**src/rtl/lcdw_pkg.sv**
```systemverilog
package lcdw_pkg;

    typedef enum logic [1:0] {
        ST_SETUP  = 2'd0,
        ST_STROBE = 2'd1,
        ST_WAIT   = 2'd2,
        ST_IDLE   = 2'd3
    } lcdw_state_t;

    localparam int INIT_COUNT = 4;
    localparam int INIT_IDX_W = $clog2(INIT_COUNT);

    // Power-up configuration words, issued in index order.
    function automatic logic [7:0] init_word(input logic [INIT_IDX_W-1:0] idx);
        logic [7:0] w;
        unique case (idx)
            2'd0:    w = 8'h30;  // 8-bit bus, one line
            2'd1:    w = 8'h0C;  // display on, cursor off
            2'd2:    w = 8'h06;  // increment, no shift
            default: w = 8'h01;  // clear
        endcase
        return w;
    endfunction

endpackage

```
**src/rtl/lcdw_tick_gen.sv**
```systemverilog
module lcdw_tick_gen #(
    parameter int DIV_BITS = 7
) (
    input  logic clk,
    input  logic rst_n,
    output logic tick_o
);
    generate
        if (DIV_BITS == 0) begin : g_nodiv
            assign tick_o = 1'b1;
        end else begin : g_div
            logic [DIV_BITS-1:0] cnt_q;
            always_ff @(posedge clk or negedge rst_n) begin
                if (!rst_n) cnt_q <= '0;
                else        cnt_q <= cnt_q + 1'b1;
            end
            // one tick per wrap: the moment the top bit would roll over
            assign tick_o = &cnt_q;
        end
    endgenerate
endmodule

```
**src/rtl/lcdw_cmd_class.sv**
```systemverilog
module lcdw_cmd_class (
    input  logic       is_char_i,
    input  logic [7:0] value_i,
    output logic       long_o
);
    // clear = 0x01, home = 0x02/0x03, only as instructions
    always_comb begin
        long_o = !is_char_i && (value_i == 8'h01 || value_i[7:1] == 7'h01);
    end
endmodule

```
**src/rtl/lcdw_wait_timer.sv**
```systemverilog
module lcdw_wait_timer #(
    parameter int SHORT_WAIT = 4,
    parameter int LONG_WAIT  = 160
) (
    input  logic clk,
    input  logic rst_n,
    input  logic tick_i,
    input  logic load_i,
    input  logic long_i,
    input  logic run_i,
    output logic expire_o
);
    localparam int MAX_WAIT = (LONG_WAIT > SHORT_WAIT) ? LONG_WAIT : SHORT_WAIT;
    localparam int CNT_W    = $clog2(MAX_WAIT + 1);
    localparam logic [CNT_W-1:0] SHORT_LOAD = CNT_W'(SHORT_WAIT - 1);
    localparam logic [CNT_W-1:0] LONG_LOAD  = CNT_W'(LONG_WAIT - 1);

    logic [CNT_W-1:0] cnt_q;

    always_ff @(posedge clk or negedge rst_n) begin
        if (!rst_n) begin
            cnt_q <= '0;
        end else if (load_i) begin
            cnt_q <= long_i ? LONG_LOAD : SHORT_LOAD;
        end else if (run_i && tick_i && cnt_q != '0) begin
            cnt_q <= cnt_q - 1'b1;
        end
    end

    assign expire_o = run_i && tick_i && (cnt_q == '0);
endmodule

```
**src/rtl/lcd_write_if.sv**
```systemverilog
module lcd_write_if #(
    parameter int DIV_BITS   = 7,
    parameter int SHORT_WAIT = 4,
    parameter int LONG_WAIT  = 160
) (
    input  logic       clk,
    input  logic       rst_n,
    input  logic       wr_req,
    input  logic       wr_is_char,
    input  logic [7:0] wr_value,
    output logic       ready,
    output logic [7:0] lcd_data,
    output logic       lcd_rs,
    output logic       lcd_rw,
    output logic       lcd_en
);
    import lcdw_pkg::*;

    localparam logic [INIT_IDX_W-1:0] LAST_INIT = INIT_IDX_W'(INIT_COUNT - 1);

    lcdw_state_t state_q, state_d;
    logic [7:0]  data_q;
    logic        rs_q;
    logic [INIT_IDX_W-1:0] idx_q;
    logic        init_q;
    logic        tick, expire, long_wait;

    lcdw_tick_gen #(.DIV_BITS(DIV_BITS)) u_tick (
        .clk(clk), .rst_n(rst_n), .tick_o(tick)
    );

    lcdw_cmd_class u_class (
        .is_char_i(rs_q), .value_i(data_q), .long_o(long_wait)
    );

    lcdw_wait_timer #(.SHORT_WAIT(SHORT_WAIT), .LONG_WAIT(LONG_WAIT)) u_timer (
        .clk(clk), .rst_n(rst_n), .tick_i(tick),
        .load_i(state_q == ST_STROBE && tick),
        .long_i(long_wait),
        .run_i(state_q == ST_WAIT),
        .expire_o(expire)
    );

    // state register
    always_ff @(posedge clk or negedge rst_n) begin
        if (!rst_n) state_q <= ST_SETUP;
        else        state_q <= state_d;
    end

    // transitions
    always_comb begin
        state_d = state_q;
        unique case (state_q)
            ST_SETUP:  if (tick)   state_d = ST_STROBE;
            ST_STROBE: if (tick)   state_d = ST_WAIT;
            ST_WAIT:   if (expire) state_d = (init_q && idx_q != LAST_INIT) ? ST_SETUP : ST_IDLE;
            ST_IDLE:   if (wr_req) state_d = ST_SETUP;
            default:               state_d = ST_SETUP;
        endcase
    end

    // bus value and init progress
    always_ff @(posedge clk or negedge rst_n) begin
        if (!rst_n) begin
            data_q <= init_word('0);
            rs_q   <= 1'b0;
            idx_q  <= '0;
            init_q <= 1'b1;
        end else begin
            if (state_q == ST_WAIT && expire && init_q) begin
                if (idx_q != LAST_INIT) begin
                    idx_q  <= idx_q + 1'b1;
                    data_q <= init_word(idx_q + 1'b1);
                    rs_q   <= 1'b0;
                end else begin
                    init_q <= 1'b0;
                end
            end
            if (state_q == ST_IDLE && wr_req) begin
                data_q <= wr_value;
                rs_q   <= wr_is_char;
            end
        end
    end

    // outputs
    always_comb begin
        ready    = (state_q == ST_IDLE);
        lcd_en   = (state_q == ST_STROBE);
        lcd_rw   = 1'b0;
        lcd_data = data_q;
        lcd_rs   = rs_q;
    end
endmodule

```
**config.mk**
```make
export PLATFORM = sky130hd
export DESIGN_NAME = lcd_write_if
export DESIGN_NICKNAME = d
export VERILOG_FILES = /design/src/rtl/lcdw_pkg.sv /design/src/rtl/lcdw_tick_gen.sv /design/src/rtl/lcdw_cmd_class.sv /design/src/rtl/lcdw_wait_timer.sv /design/src/rtl/lcd_write_if.sv
export SDC_FILE = /design/constraint.sdc
export NUM_CORES = 1
export LEC_CHECK = 0
export ABC_AREA = 1
export ABC_CLOCK_PERIOD_IN_PS = 1600
export BUFFER_PORTS_ARGS = -buffer_cell sky130_fd_sc_hd__buf_4
export CAP_MARGIN = 15
export CORE_MARGIN = 4
export CORE_UTILIZATION = 56
export DETAILED_ROUTE_END_ITERATION = 16
export GPL_ROUTABILITY_DRIVEN = 0
export PLACE_DENSITY_LB_ADDON = 0.12
export SETUP_SLACK_MARGIN = 0.15
export SLEW_MARGIN = 20
export SYNTH_ARGS = -nofsm -noshare
export SYNTH_HDL_FRONTEND = slang
export SYNTH_SLANG_ARGS = --single-unit
```
**constraint.sdc**
```tcl
create_clock -name clk -period 1.6 [get_ports clk]
set_input_delay 0.24 -clock clk [delete_from_list [all_inputs] [get_ports clk]]
set_output_delay 0.24 -clock clk [all_outputs]
set_load 0.005 [all_outputs]
```
# Yosys cells after proc, flatten, opt, wreduce, memory -nomap -nowiden
# Index checks and enable logic that the tools add are counted.
[word_totals]
regBits = 29
input_bits = 12
output_inout_bits = 12
[classes]
addsub = 3
n_eq_ne = 12
n_mux = 16
bitwise = 1
reduce_logical = 23
[op_table]
columns = ["op", "count"]
rows = [
  ["$mux W8", 6],
  ["$pmux W6 S3", 1],
  ["$mux W2", 5],
  ["$logic_and A1 B1 Y1", 9],
  ["$eq A8 B1 Y1 const B", 1],
  ["$logic_not A8 Y1", 1],
  ["$ne A2 B2 Y1 const B", 4],
  ["$pmux W2 S4", 1],
  ["$reduce_bool A8 Y1", 1],
  ["$sub A8 B1 Y8 const B", 1],
  ["$add A7 B1 Y7 const B", 1],
  ["$eq A7 B1 Y1 const B", 1],
  ["$reduce_and A7 Y1", 1],
  ["$eq A2 B2 Y1 const B", 3],
  ["$reduce_and A2 Y1", 3],
  ["$reduce_bool A2 Y1", 3],
  ["$eq A2 B1 Y1 const B", 2],
  ["$logic_not A2 Y1", 2],
  ["$reduce_and A4 Y1", 1],
  ["$mux W1", 3],
  ["$add A2 B1 Y2 const B", 1],
  ["$ne A2 B1 Y1 const B", 1],
  ["$logic_not A1 Y1", 1],
  ["$logic_or A1 B1 Y1", 1],
  ["$not A1 Y1", 1],
]

# Longest topological paths before layout
# Gate-level depths: netlist of run 1.
[depth]
depth_word = 7
ltp_mapped = 9
depth_no_buf = 9

# Hierarchy
# A second synthesis of run 1 with hierarchy kept.
[hier_totals]
cells_unflattened = 228
area_unflattened_um2 = 1744.2
[by_module_without_submodules]
columns = ["mod", "instances", "cells_per_inst", "area_each_um2", "seq_area_each_um2"]
rows = [
  ["lcd_write_if", 1, 108, 867.1, 354.1],
  ["lcdw_wait_timer", 1, 80, 533.0, 200.2],
  ["lcdw_tick_gen", 1, 30, 305.3, 175.2],
  ["lcdw_cmd_class", 1, 10, 38.8, 0.0],
]

# Worst setup path after synthesis of run 1
# OpenSTA, ideal clock, no wires.
[synth_timing]
path_type = "reg2reg"
startpoint = "register u_timer.cnt_q[0]"
endpoint = "register data_q[6] (netlist: lcd_data[6])"
arrival_ps = 1308
required_ps = 1474
setup_slack_ps = 166
stages_incl_launch_ff = 8
synth_period_minus_slack_ps = 1434
path_cell_list = "dfrtp_1 inv_1 ha_1 nand3_1 nor2_4 nand4_4 nand2_4 o21ai_0"
[synth_between]
elab_chain_len = 6
[synth_rtl]
columns = ["item", "line", "text"]
rows = [
  ["start: declaration", "lcdw_wait_timer.sv:18", "logic [CNT_W-1:0] cnt_q;"],
  ["start signal: assignment", "lcdw_wait_timer.sv:24", "cnt_q <= long_i ? LONG_LOAD : SHORT_LOAD;"],
  ["start signal: assignment", "lcdw_wait_timer.sv:26", "cnt_q <= cnt_q - 1'b1;"],
  ["$logic_not A8 Y1", "lcdw_wait_timer.sv:30", "assign expire_o = run_i && tick_i && (cnt_q == '0);"],
  ["$logic_and A1 B1 Y1", "lcdw_wait_timer.sv:30", ""],
  ["$logic_and A1 B1 Y1 (2 in a row)", "lcd_write_if.sv:70", "if (state_q == ST_WAIT && expire && init_q) begin"],
  ["$reduce_bool A2 Y1 (no source line)", "--", ""],
  ["$reduce_and A2 Y1 (no source line)", "--", ""],
  ["end signal: assignment", "lcd_write_if.sv:65", "data_q <= init_word('0);"],
  ["end signal: assignment", "lcd_write_if.sv:73", "data_q <= init_word(idx_q + 1'b1);"],
  ["end signal: assignment", "lcd_write_if.sv:80", "data_q <= wr_value;"],
  ["end: declaration", "lcd_write_if.sv:22", "logic [7:0] data_q;"],
]
# No other way between the ends.
# A chain may end at the register's enable or synchronous reset.

# Worst setup path after layout of run 1
[layout_timing]
startpoint = "register u_tick.g_div.cnt_q[0]"
endpoint = "register u_timer.cnt_q[6]"
[layout_between]
elab_chain_len = 4
elab_cells_between_ends = 6
cone_classes = "mux: 1; reduce/logical: 5"
[layout_rtl]
columns = ["item", "line", "text"]
rows = [
  ["start: declaration", "lcdw_tick_gen.sv:12", "logic [DIV_BITS-1:0] cnt_q;"],
  ["start signal: assignment", "lcdw_tick_gen.sv:15", "else cnt_q <= cnt_q + 1'b1;"],
  ["$reduce_and A7 Y1 (*)", "lcdw_tick_gen.sv:18", "assign tick_o = &cnt_q;"],
  ["$logic_and A1 B1 Y1 (2 in a row)", "lcdw_wait_timer.sv:25", "end else if (run_i && tick_i && cnt_q != '0) begin"],
  ["$reduce_bool A2 Y1 (no source line)", "--", ""],
]
# Mark *: on every way between the ends. The rest lies on a longest branch, timed or not.

==> flow_summary.toml, run 1 <==
[setup_path]
setup.worst_path.class = "flip-flop to flip-flop"
timing.rr.start = "u_tick.g_div.cnt_q[0]"
timing.critical_path.arrival_ns = 1.74
critPathCaptureType = "flip-flop"
number_of_buffer_and_inverter_stages_on_the_critical_path = 1
timing.critical_path.slowest_stage_cell = "sky130_fd_sc_hd__dfrtp_1"
cp_top_family = "simple AND/OR/NAND/NOR gates"
worst_setup_startpoint = "u_tick.g_div.cnt_q[0]"
critPathLaunchType = "flip-flop"
path_cells = "ha_4 -> nand3_4 -> nor2_8 -> nand2_4 -> nor2_8 -> buf_12 -> nand3_2 -> nand2_1 -> nor2_1"
maximum_fanout_count_along_the_critical_path = 5
cp.required_ns = 1.81
critical_path.most_common_cell = "sky130_fd_sc_hd__nor2_8"
timing.critical_path.slowest_cell_delay_ns = 0.41
setup_slack_of_the_worst_register_to_register_path_ns = 0.07

[global_routing]
first_pass_grt_wire_length_um = 6600
grt_util_all_layers = 0.215
grt_pass1_vias = 1470
antenna_found_initial = 0
grt_max_degree = 30
grt.overflow.total = 0

[cells_and_area]
seq_area_um2 = 733
fillers = 194
multiInputGateArea_um2 = 946
finish.net_count = 271
final_layout_size_suffix_gt1_frac = 0.403
layoutNonFillerInstCount = 284
flow.area_growth_from_synthesis_pct = 33.3
antenna-diode-count = 0

[drt]
drc = 0
antenna_violating_nets_post_route = 0
drt_wl_total_um = 3860
route.layer.met1.wl_um = 1590
route.vias.total = 1478
maxUsedRoutingLayer = "met4"
met2_length_um = 2000
drt_first_pass_iters = 5
wl_per_cell_um = 13.6
via_per_inst = 5.20
drt_first_iter_violations = 83
met3_length_um = 164

[pwr]
p_total_mw = 2.01
static-leakage-power_nw = 1.24
power.density_nw_per_um2 = 894
vdd_ir_drop_max_uv = 750

[placed_design]
hpwl_um = 2620
place.port_buffers = 22
place.detailed.instances = 251

[cts]
cts-root-to-sink-buffers = 2
clock-root-buffer = "sky130_fd_sc_hd__clkbuf_4"
tritoncts_num_sinks = 29
clk_latency_ns = 0.33
path_clk_slew_ns = 0.09
h-tree-depth = 2
tritoncts.num_buffers = 5
cts_tree = "built"

[timing]
final.hold.worst_slack_ns = 0.116
fin_crit_ns = 1.53
max_freq_ghz = 0.655
timing.final.crit_share = 0.954
timing_hold_violations_final = 0
fin_skew_ns = 0.0126
finalMaxSlewViolations = 0
rsz0062_at_grt = "true"
report.final.setup_viol = 0

[floorplan]
floorplan.io_pins = 24
die_span_y_um = 62.9
dieArea_um2 = 3950
dieWidth_um = 62.9
core_region_area_um2 = 2830
site_row_count = 19
start_util = 0.596

[logic_synthesis]
synth-seq-area-share = 0.432
synth_nets = 218
synth_register_bits = 29
post_synth_instance_area_um2 = 1690
yosys_warnings = 0
postSynthAreaPerCell_um2 = 8.48
netlist_instances = 199
yosys.cell_types.count = 27

[worst_hold_path]
hold_path_startpoint = "wr_value[5]"
min_path_type = "primary input to flip-flop"

[run_status]
outcome = "finished, final reports clean"

[job]
maxCapViolCount = 0
==> flip-flops by register name, summed over array words and instances (netlist names) <==
name / cells
lcd_data: 8
init_q: 1
state_q: 2
lcd_rs: 1
idx_q: 2
u_timer.cnt_q: 8
u_tick.g_div.cnt_q: 7
==> cells by family after synthesis <==
| logic type | after synthesis | synth area share |
|---|---|---|
| xor+xnor | 7 | 0.0364 |
| other cells | 1 | 0.00222 |
| compound gates | 21 | 0.0697 |
| flops | 29 | 0.432 |
| fa+ha+maj | 7 | 0.0519 |
| buf+inv | 30 | 0.0749 |
| simple gates | 104 | 0.332 |
==> power by group <==
| part | total [mW] | internal [mW] | leakage (nW) | switching (mW) |
|---|---|---|---|---|
| Combinational | 0.634 | 0.292 | 0.849 | 0.342 |
| Sequential | 0.959 | 0.866 | 0.360 | 0.0932 |
| Clock | 0.416 | 0.167 | 0.0320 | 0.249 |
==> per-layer routing <==
metal	GRT usage	vias to the layer above
met3	0.0665	10
met4	0.0992	0
met1	0.251	698
met2	0.357	43
met5	0	-
li1	-	727
==> path summary, 6_finish.rpt <==
check / end / cells past startpoint
min in group asynchronous: u_timer.cnt_q[1] / 2
max: u_timer.cnt_q[6] / 9
max reg2reg: u_timer.cnt_q[6] / 9
min: lcd_data[5] / 3
max in group asynchronous: init_q / 2
min reg2reg: init_q / 2
==> cells in the final DEF, fill, tap and decap left out, types with 4 or more instances in the layout <==
cell type	instances
sky130_fd_sc_hd__inv_2	6
sky130_fd_sc_hd__buf_4	41
sky130_fd_sc_hd__xor2_1	6
sky130_fd_sc_hd__dfrtp_1	23
sky130_fd_sc_hd__nand2_4	5
sky130_fd_sc_hd__nand2_1	49
sky130_fd_sc_hd__nor2_1	17
sky130_fd_sc_hd__nand2_2	8
sky130_fd_sc_hd__inv_1	21
sky130_fd_sc_hd__o21ai_1	5
sky130_fd_sc_hd__clkbuf_4	5
sky130_fd_sc_hd__o21ai_0	6
sky130_fd_sc_hd__ha_1	4
sky130_fd_sc_hd__nand3_1	6
sky130_fd_sc_hd__a21oi_1	5
sky130_fd_sc_hd__nand3_2	4
==> cell usage after synthesis <==
library cell	count	area [um2]
sky130_fd_sc_hd__o21ai_0	10	50.1
sky130_fd_sc_hd__nand2_2	2	12.5
sky130_fd_sc_hd__nand2_1	55	206
sky130_fd_sc_hd__nor2_2	2	12.5
sky130_fd_sc_hd__clkinv_4	2	17.5
sky130_fd_sc_hd__nor2_1	18	67.6
sky130_fd_sc_hd__nand2_4	4	45.0
sky130_fd_sc_hd__nand3b_1	1	7.51
sky130_fd_sc_hd__ha_1	7	87.6
sky130_fd_sc_hd__inv_1	25	93.8
sky130_fd_sc_hd__a21oi_1	6	30.0
sky130_fd_sc_hd__dfstp_2	3	78.8
sky130_fd_sc_hd__o31ai_1	2	15.0
sky130_fd_sc_hd__buf_4	1	7.51
sky130_fd_sc_hd__o21ai_2	2	17.5
sky130_fd_sc_hd__xnor2_1	1	8.76
sky130_fd_sc_hd__nor3_1	3	15.0
sky130_fd_sc_hd__conb_1	1	3.75
sky130_fd_sc_hd__nand3_1	11	55.1
sky130_fd_sc_hd__nor2_8	3	60.1
sky130_fd_sc_hd__xor2_1	6	52.6
sky130_fd_sc_hd__nor2_4	2	22.5
sky130_fd_sc_hd__nand3_4	2	35.0
sky130_fd_sc_hd__o21ai_1	1	5.00
sky130_fd_sc_hd__dfrtp_1	26	651
sky130_fd_sc_hd__inv_2	2	7.51
sky130_fd_sc_hd__nand4_4	1	21.3
==> worst reg2reg max path, cell delays in order (launching register included) <==
cell	delay [ns]
sky130_fd_sc_hd__dfrtp_1	0.41
sky130_fd_sc_hd__ha_4	0.16
sky130_fd_sc_hd__nand3_4	0.10
sky130_fd_sc_hd__nor2_8	0.18
sky130_fd_sc_hd__nand2_4	0.10
sky130_fd_sc_hd__nor2_8	0.18
sky130_fd_sc_hd__buf_12	0.14
sky130_fd_sc_hd__nand3_2	0.05
sky130_fd_sc_hd__nand2_1	0.06
sky130_fd_sc_hd__nor2_1	0.04
==> final cells by class <==
cell class,count,area share
Sequential cell,29,0.326
Tap cell,31,0.0173
Clock inverter,2,0.00445
Timing Repair Buffer,45,0.160
Inverter,29,0.0529
Multi-Input combinational cell,142,0.421
Clock buffer,6,0.0184
==> metrics by stage <==
step | worst slack, ns | TNS (ns) | instance area [um2] | util
2_1_floorplan | 0.166 | 0 | 1690 | -
3_3_place_gp | -0.00213 | -0.00237 | 1880 | 0.666
3_5_place_dp | -0.0741 | -0.268 | 1880 | 0.666
4_1_cts | 0.116 | 0 | 2100 | 0.741
5_1_grt | -0.0114 | -0.0275 | 2250 | 0.795
6_report | 0.0739 | 0 | 2250 | 0.795
==> timing repair <==
action	4_1_cts	5_1_grt
gates resized for setup	13	22
buffers inserted	12	10
pin swaps	8	16
hold buffers	1	0
hold endpoints to repair	26	0
gates cloned	2	0
endpoints found under the setup margin	22	22
No activity file was read; power rests on OpenSTA's default activity.
==> inputs of run 2 (changes only) <==
--- a/config.mk
+++ b/config.mk
@@ -13,7 +13,7 @@
 export CORE_UTILIZATION = 56
 export DETAILED_ROUTE_END_ITERATION = 16
 export GPL_ROUTABILITY_DRIVEN = 0
-export PLACE_DENSITY_LB_ADDON = 0.12
+export PLACE_DENSITY = 0.78
 export SETUP_SLACK_MARGIN = 0.15
 export SLEW_MARGIN = 20
 export SYNTH_ARGS = -nofsm -noshare
==> run 2 against run 1 <==
Compared with the run above:
- critical path depth fell by 1
- die area unchanged
- clock power up 21%
- non-clock buffer count fell by 9
- register-to-register slack improved by 0.04 ns
- maximum frequency grew 2.6%
- sequential cell count did not move
- sequential share of layout area grew 1.1 points
- via count is 4.1% lower
- critical path type unchanged
- largest power group unchanged
==> flow_summary.toml, run 2 (synthesized netlist as in run 1, its figures left out) <==
[run_status]
outcome = "finished, final reports clean"

[cts]
cts-root-to-sink-buffers = 2
path_clk_slew_ns = 0.09
clk_latency_ns = 0.33
h-tree-depth = 2
tritoncts.num_buffers = 5
tritoncts_num_sinks = 29
cts_tree = "built"
clock-root-buffer = "sky130_fd_sc_hd__clkbuf_4"

[drt]
drt_wl_total_um = 3650
antenna_violating_nets_post_route = 0
drc = 0
drt_first_iter_violations = 25
drt_first_pass_iters = 4
route.vias.total = 1418
wl_per_cell_um = 13.3
via_per_inst = 5.16

[floorplan]
die_span_y_um = 62.9
floorplan.io_pins = 24
site_row_count = 19
core_region_area_um2 = 2830
dieArea_um2 = 3950
start_util = 0.596
dieWidth_um = 62.9

[global_routing]
antenna_found_initial = 0
grt_max_degree = 30
grt_pass1_vias = 1449
first_pass_grt_wire_length_um = 6500
grt.overflow.total = 0
grt_util_all_layers = 0.207

[placed_design]
place.detailed.instances = 252
place.port_buffers = 22
dpl_worst_slack_ns = -0.0140
hpwl_um = 2530

[setup_path]
maximum_fanout_count_along_the_critical_path = 5
cp_top_family = "simple AND/OR/NAND/NOR gates"
worstReg2RegEnd = "lcd_data[0]"
number_of_buffer_and_inverter_stages_on_the_critical_path = 1
timing.critical_path.slowest_cell_delay_ns = 0.41
cp.required_ns = 1.87
critPathLaunchType = "flip-flop"
timing.rr.start = "u_timer.cnt_q[1]"
reg2reg_depth = 8
timing.critical_path.arrival_ns = 1.76
critPathCaptureType = "flip-flop"
path_cells = "inv_2 -> ha_4 -> nand3_4 -> nor2_4 -> nand4_4 -> nand2_2 -> nand2_1 -> nand2_1"
setup.worst_path.class = "flip-flop to flip-flop"
setup_slack_of_the_worst_register_to_register_path_ns = 0.11
critical_path.most_common_cell = "sky130_fd_sc_hd__nand2_1"
timing.critical_path.slowest_stage_cell = "sky130_fd_sc_hd__dfrtp_1"

[cells_and_area]
flow.area_growth_from_synthesis_pct = 28.2
leading_cell_types_in_the_layout_fill_and_taps_excluded = "sky130_fd_sc_hd__nand2_1, sky130_fd_sc_hd__buf_4, sky130_fd_sc_hd__dfrtp_1, sky130_fd_sc_hd__inv_1, sky130_fd_sc_hd__nor2_1"
mostFrequentLayoutCell = "sky130_fd_sc_hd__nand2_1"
finish.net_count = 262
antenna-diode-count = 0
fillers = 188
finish.utilization = 0.764
layoutNonFillerInstCount = 275
final_layout_size_suffix_gt1_frac = 0.352

[job]
maxCapViolCount = 0

[timing]
timing.final.crit_share = 0.930
finalMaxSlewViolations = 0
report.final.setup_viol = 0
setup_tns_ns = 0
fin_ws_ns = 0.113
fin_skew_ns = 0.00923
fin_crit_ns = 1.49
rsz0062_at_grt = "true"
max_freq_ghz = 0.672
timing_hold_violations_final = 0

[worst_hold_path]
worst_hold_stages = 3
timing.hold.worst_endpoint = "lcd_data[5]"
hold_path_startpoint = "wr_value[5]"
min_path_type = "primary input to flip-flop"

[pwr]
static-leakage-power_nw = 1.21
power.density_nw_per_um2 = 983
vdd_ir_drop_max_uv = 972
## run 2: worst max-delay path by stage
| stage | start | endpoint | cells after the start |
|---|---|---|---|
| floorplan | u_timer.cnt_q[0] | lcd_data[6] | 7 |
| global placement | u_timer.cnt_q[1] | lcd_data[7] | 7 |
| detailed placement | u_timer.cnt_q[1] | lcd_data[7] | 7 |
| CTS | u_tick.g_div.cnt_q[1] | u_timer.cnt_q[1] | 8 |
| global route | u_timer.cnt_q[1] | lcd_data[0] | 8 |
| finish | u_timer.cnt_q[1] | lcd_data[0] | 8 |
## run 2: power breakdown
part	total [mW]	internal, mW	leakage [nW]	switching, mW
sequential	0.953	0.866	0.365	0.0865
clock	0.503	0.254	0.0413	0.249
combinational	0.669	0.299	0.799	0.370
total	2.12	1.42	1.21	0.705
## run 2: repair_timing
item / 4_1_cts / 5_1_grt
resized for setup: 19 / 9
endpoints found under the setup margin: 22 / 23
hold endpoints to repair: 26 / 0
pin swaps: 16 / 13
hold buffers: 1 / 0
gates cloned: 2 / 0
buffers inserted: 9 / 3
## run 2: worst register-to-register path, stage by stage, from the launching register on
cell and delay, ns:
sky130_fd_sc_hd__dfrtp_1 0.41, sky130_fd_sc_hd__inv_2 0.09, sky130_fd_sc_hd__ha_4 0.14, sky130_fd_sc_hd__nand3_4 0.07, sky130_fd_sc_hd__nor2_4 0.23, sky130_fd_sc_hd__nand4_4 0.19
sky130_fd_sc_hd__nand2_2 0.15, sky130_fd_sc_hd__nand2_1 0.08, sky130_fd_sc_hd__nand2_1 0.07
## run 2: metal layers
metal	share of wire	track usage
met5	0	0
met4	0.021	0.0854
met3	0.031	0.0468
met2	0.52	0.366
met1	0.42	0.238
## run 2: metrics by stage
stage / hold WS (ns) / area [um2] / total power [mW]
2_1_floorplan: -0.0556 / 1690 / 1.28
3_3_place_gp: 0.176 / 1890 / 1.55
3_5_place_dp: 0.186 / 1890 / 1.57
4_1_cts: 0.115 / 2110 / 2.12
5_1_grt: 0.130 / 2160 / 2.27
6_report: 0.122 / 2160 / 2.12
## run 2: area by class of cell
cell class,count,area [um2],share of cell area
Inverter,29,119,0.0550
Timing Repair Buffer,36,277,0.128
Tap cell,31,38.8,0.0179
Clock inverter,1,5.00,0.00231
Sequential cell,29,729,0.337
Multi-Input combinational cell,142,928,0.429
Clock buffer,7,65.1,0.0301
==> inputs of run 3 (changes only) <==
--- a/config.mk
+++ b/config.mk
@@ -8,14 +8,15 @@
 export ABC_AREA = 1
 export ABC_CLOCK_PERIOD_IN_PS = 1600
 export BUFFER_PORTS_ARGS = -buffer_cell sky130_fd_sc_hd__buf_4
-export CAP_MARGIN = 15
 export CORE_MARGIN = 4
-export CORE_UTILIZATION = 56
+export CORE_UTILIZATION = 57
+export CTS_CLUSTER_SIZE = 8
 export DETAILED_ROUTE_END_ITERATION = 16
 export GPL_ROUTABILITY_DRIVEN = 0
-export PLACE_DENSITY = 0.78
+export PLACE_DENSITY = 0.79
 export SETUP_SLACK_MARGIN = 0.15
 export SLEW_MARGIN = 20
 export SYNTH_ARGS = -nofsm -noshare
 export SYNTH_HDL_FRONTEND = slang
+export SYNTH_HIERARCHICAL = 1
 export SYNTH_SLANG_ARGS = --single-unit
==> run 3 against run 2 <==
Compared with the run above:
- the flow now finishes with violations (negative setup slack)
- critical path depth rose by 1
- critical path type unchanged
- routed wire length increased by 13%
- clock skew up 0.0071 ns
- synthesized area up 3.4%
- critical endpoint is now idx_q[0]
- sequential share of layout area fell by 2.4 points
- combinational power decreased by 94%
- core utilization increased by 5.7 points
==> flow_summary.toml, run 3 <==
[worst_hold_path]
hold_path_startpoint = "wr_value[4]"
worst_hold_stages = 3
min_path_type = "primary input to flip-flop"
timing.hold.worst_endpoint = "lcd_data[4]"

[placed_design]
place.port_buffers = 22
hpwl_um = 2700

[logic_synthesis]
yosys_warnings = 6
async_reset_ff_frac = 1.00
yosys.cell_types.count = 25
postSynthAreaPerCell_um2 = 7.65
yosysTopAreaCell = "sky130_fd_sc_hd__dfrtp_1"
synth_edf_count = 0
synth-seq-area-share = 0.418
netlist_instances = 228
dominantRegCellSynth = "sky130_fd_sc_hd__dfrtp_1"
synth.cells.most_frequent = "sky130_fd_sc_hd__nand2_1, sky130_fd_sc_hd__inv_1, sky130_fd_sc_hd__dfrtp_1"
synth_nets = 246
post_synth_instance_area_um2 = 1740
yosys-top-cells-area = "sky130_fd_sc_hd__dfrtp_1, sky130_fd_sc_hd__nand2_1, sky130_fd_sc_hd__inv_1"
synth_register_bits = 29
synthDominantCellAreaShare = 0.373
synth_most_common_cell = "sky130_fd_sc_hd__nand2_1"

[setup_path]
setup_slack_of_the_worst_register_to_register_path_ns = -0.06
worstReg2RegEnd = "idx_q[0]"
reg2reg_depth = 9
critPathLaunchType = "flip-flop"
maximum_fanout_count_along_the_critical_path = 7
setup.worst_path.class = "flip-flop to flip-flop"
timing.critical_path.arrival_ns = 1.87
timing.rr.start = "u_tick/g_div.cnt_q[0]"
critPathCaptureType = "flip-flop"
cp.required_ns = 1.80

[timing]
timing_hold_violations_final = 0
final.hold.worst_slack_ns = 0.114
finalMaxSlewViolations = 0
timing.final.crit_share = 1.04
fin_skew_ns = 0.0164
fin_crit_ns = 1.66
max_freq_ghz = 0.601
fin_ws_ns = -0.0628
rsz0062_at_grt = "true"
report.final.setup_viol = 12

[global_routing]
antenna_found_initial = 0
grt_util_all_layers = 0.217
grt_max_degree = 30
first_pass_grt_wire_length_um = 6870
grt.overflow.total = 0
grt_pass1_vias = 1517

[cells_and_area]
leading_cell_types_in_the_layout_fill_and_taps_excluded = "sky130_fd_sc_hd__nand2_1, sky130_fd_sc_hd__buf_4, sky130_fd_sc_hd__dfrtp_1, sky130_fd_sc_hd__inv_1, sky130_fd_sc_hd__nor2_1"
flow.area_growth_from_synthesis_pct = 33.3
fillers = 181
finish.net_count = 300
final_layout_size_suffix_gt1_frac = 0.371
mostFrequentLayoutCell = "sky130_fd_sc_hd__nand2_1"
antenna-diode-count = 0

[floorplan]
start_util = 0.617
dieWidth_um = 63.3
dieArea_um2 = 4010
core_region_area_um2 = 2830
die_span_y_um = 63.3
floorplan.io_pins = 24
site_row_count = 19

[drt]
met2_length_um = 1990
antenna_violating_nets_post_route = 0
drc = 0
met3_length_um = 192
route.vias.total = 1626
via_per_inst = 5.18
drt_first_iter_violations = 163
route.layer.met1.wl_um = 1840
drt_wl_total_um = 4120
maxUsedRoutingLayer = "met4"
drt_first_pass_iters = 4
wl_per_cell_um = 13.1

[cts]
tritoncts.num_buffers = 5
clk_latency_ns = 0.32
h-tree-depth = 2
path_clk_slew_ns = 0.10
cts_tree = "built"
tritoncts_num_sinks = 29
cts-root-to-sink-buffers = 2
clock-root-buffer = "sky130_fd_sc_hd__clkbuf_4"

[pwr]
clock_power_share = 0.446
switching_power_mw = 0.267
share_comb_of_total_power = 0.027
power.density_nw_per_um2 = 598
vdd_ir_drop_max_uv = 996
sw_frac_of_total = 0.192
p_total_mw = 1.39
intPower_mw = 1.12
static-leakage-power_nw = 1.25
power_frac_seq = 0.527

[run_status]
outcome = "finished, violations left"
violations = "negative setup slack"

[job]
maxCapViolCount = 0
-- run 3: cell count changes after synthesis, moves of 3 or more --
cell,delta
sky130_fd_sc_hd__xor2_1,-4
sky130_fd_sc_hd__nand3_1,+4
sky130_fd_sc_hd__nor2_8,-3
sky130_fd_sc_hd__nand2_1,+23
sky130_fd_sc_hd__nand3_2,+11
sky130_fd_sc_hd__o21bai_1,+3
sky130_fd_sc_hd__inv_1,+5
sky130_fd_sc_hd__a21oi_1,-5
sky130_fd_sc_hd__nand4_1,+3
sky130_fd_sc_hd__o21ai_0,-3
-- run 3: power by group through the flow --
stage	clock [mW]	sequential, mW	combinational (mW)
floorplan	0	0.747	0.00277
global placement	0	0.747	0.0363
detailed placement	0	0.747	0.0366
CTS	0.630	0.733	0.0386
global route	0.673	0.733	0.0439
finish	0.621	0.733	0.0378
-- run 3: cells by family after synthesis --
group                    Yosys count  synth area share
AO/OA/AOI/OAI                     15            0.0495
XOR/XNOR                           4            0.0201
adder cells (fa/ha/maj)            6            0.0430
buffers and inverters             37            0.0882
flip-flops                        29             0.418
other                              1           0.00215
AND/OR/NAND/NOR                  136             0.379
-- run 3: worst max-delay path by stage --
stage / startpoint / endpoint / slack [ns] / cells past startpoint
detailed placement: u_tick/g_div.cnt_q[0] / idx_q[0] / -0.1 / 9
global placement: u_tick/g_div.cnt_q[0] / idx_q[0] / -0.02 / 9
floorplan: u_tick/g_div.cnt_q[0] / lcd_data[2] / -0.02 / 11
CTS: u_tick/g_div.cnt_q[0] / idx_q[0] / -0.05 / 9
global route: u_tick/g_div.cnt_q[0] / lcd_data[2] / -0.21 / 11
finish: u_tick/g_div.cnt_q[0] / idx_q[0] / -0.06 / 9
-- run 3: timing repair --
| action | CTS | global route |
|---|---|---|
| setup buffers | 2 | 4 |
| setup endpoints to repair | 23 | 23 |
| hold buffers | 1 | 0 |
| hold endpoints to repair | 26 | 0 |
| pin swaps | 8 | 4 |
| cloned | 2 | 0 |
| resized for setup | 13 | 13 |
-- run 3: metrics by stage --
| step | cells | TNS (ns) | cell area (um2) | setup WS, ns | utilization |
|---|---|---|---|---|---|
| global route | 314 | -2.78 | 2320 | -0.206 | 0.822 |
| global placement | 297 | -0.0356 | 2080 | -0.0184 | 0.737 |
| finish | 314 | -0.334 | 2320 | -0.0628 | 0.822 |
| floorplan | 228 | -0.132 | 1770 | -0.0205 | - |
| detailed placement | 297 | -0.770 | 2080 | -0.0989 | 0.737 |
| CTS | 310 | -0.263 | 2250 | -0.0515 | 0.794 |
-- run 3: metal layers --
layer | GRT usage | vias to the layer above
met5 | 0 | -
met4 | 0.0836 | 0
met2 | 0.349 | 45
li1 | - | 819
met1 | 0.285 | 754
met3 | 0.0462 | 8
-- run 3: critical path: stages, from the launching register on --
cell                      delay [ns]
sky130_fd_sc_hd__dfrtp_1        0.36
sky130_fd_sc_hd__ha_2           0.21
sky130_fd_sc_hd__nand3_4        0.08
sky130_fd_sc_hd__nor3_4         0.16
sky130_fd_sc_hd__nand2_2        0.08
sky130_fd_sc_hd__nor2_2         0.12
sky130_fd_sc_hd__nand2_1        0.07
sky130_fd_sc_hd__inv_2          0.10
sky130_fd_sc_hd__nand3_4        0.15
sky130_fd_sc_hd__xor2_1         0.19
-- run 3: cell type report --
class | instances | area (um2) | area share
Multi-Input combinational cell | 164 | 966 | 0.416
Sequential cell | 29 | 729 | 0.314
Timing Repair Buffer | 48 | 370 | 0.159
Inverter | 34 | 135 | 0.0581
Clock buffer | 7 | 55.1 | 0.0237
Tap cell | 31 | 38.8 | 0.0167
Clock inverter | 1 | 30.0 | 0.0129
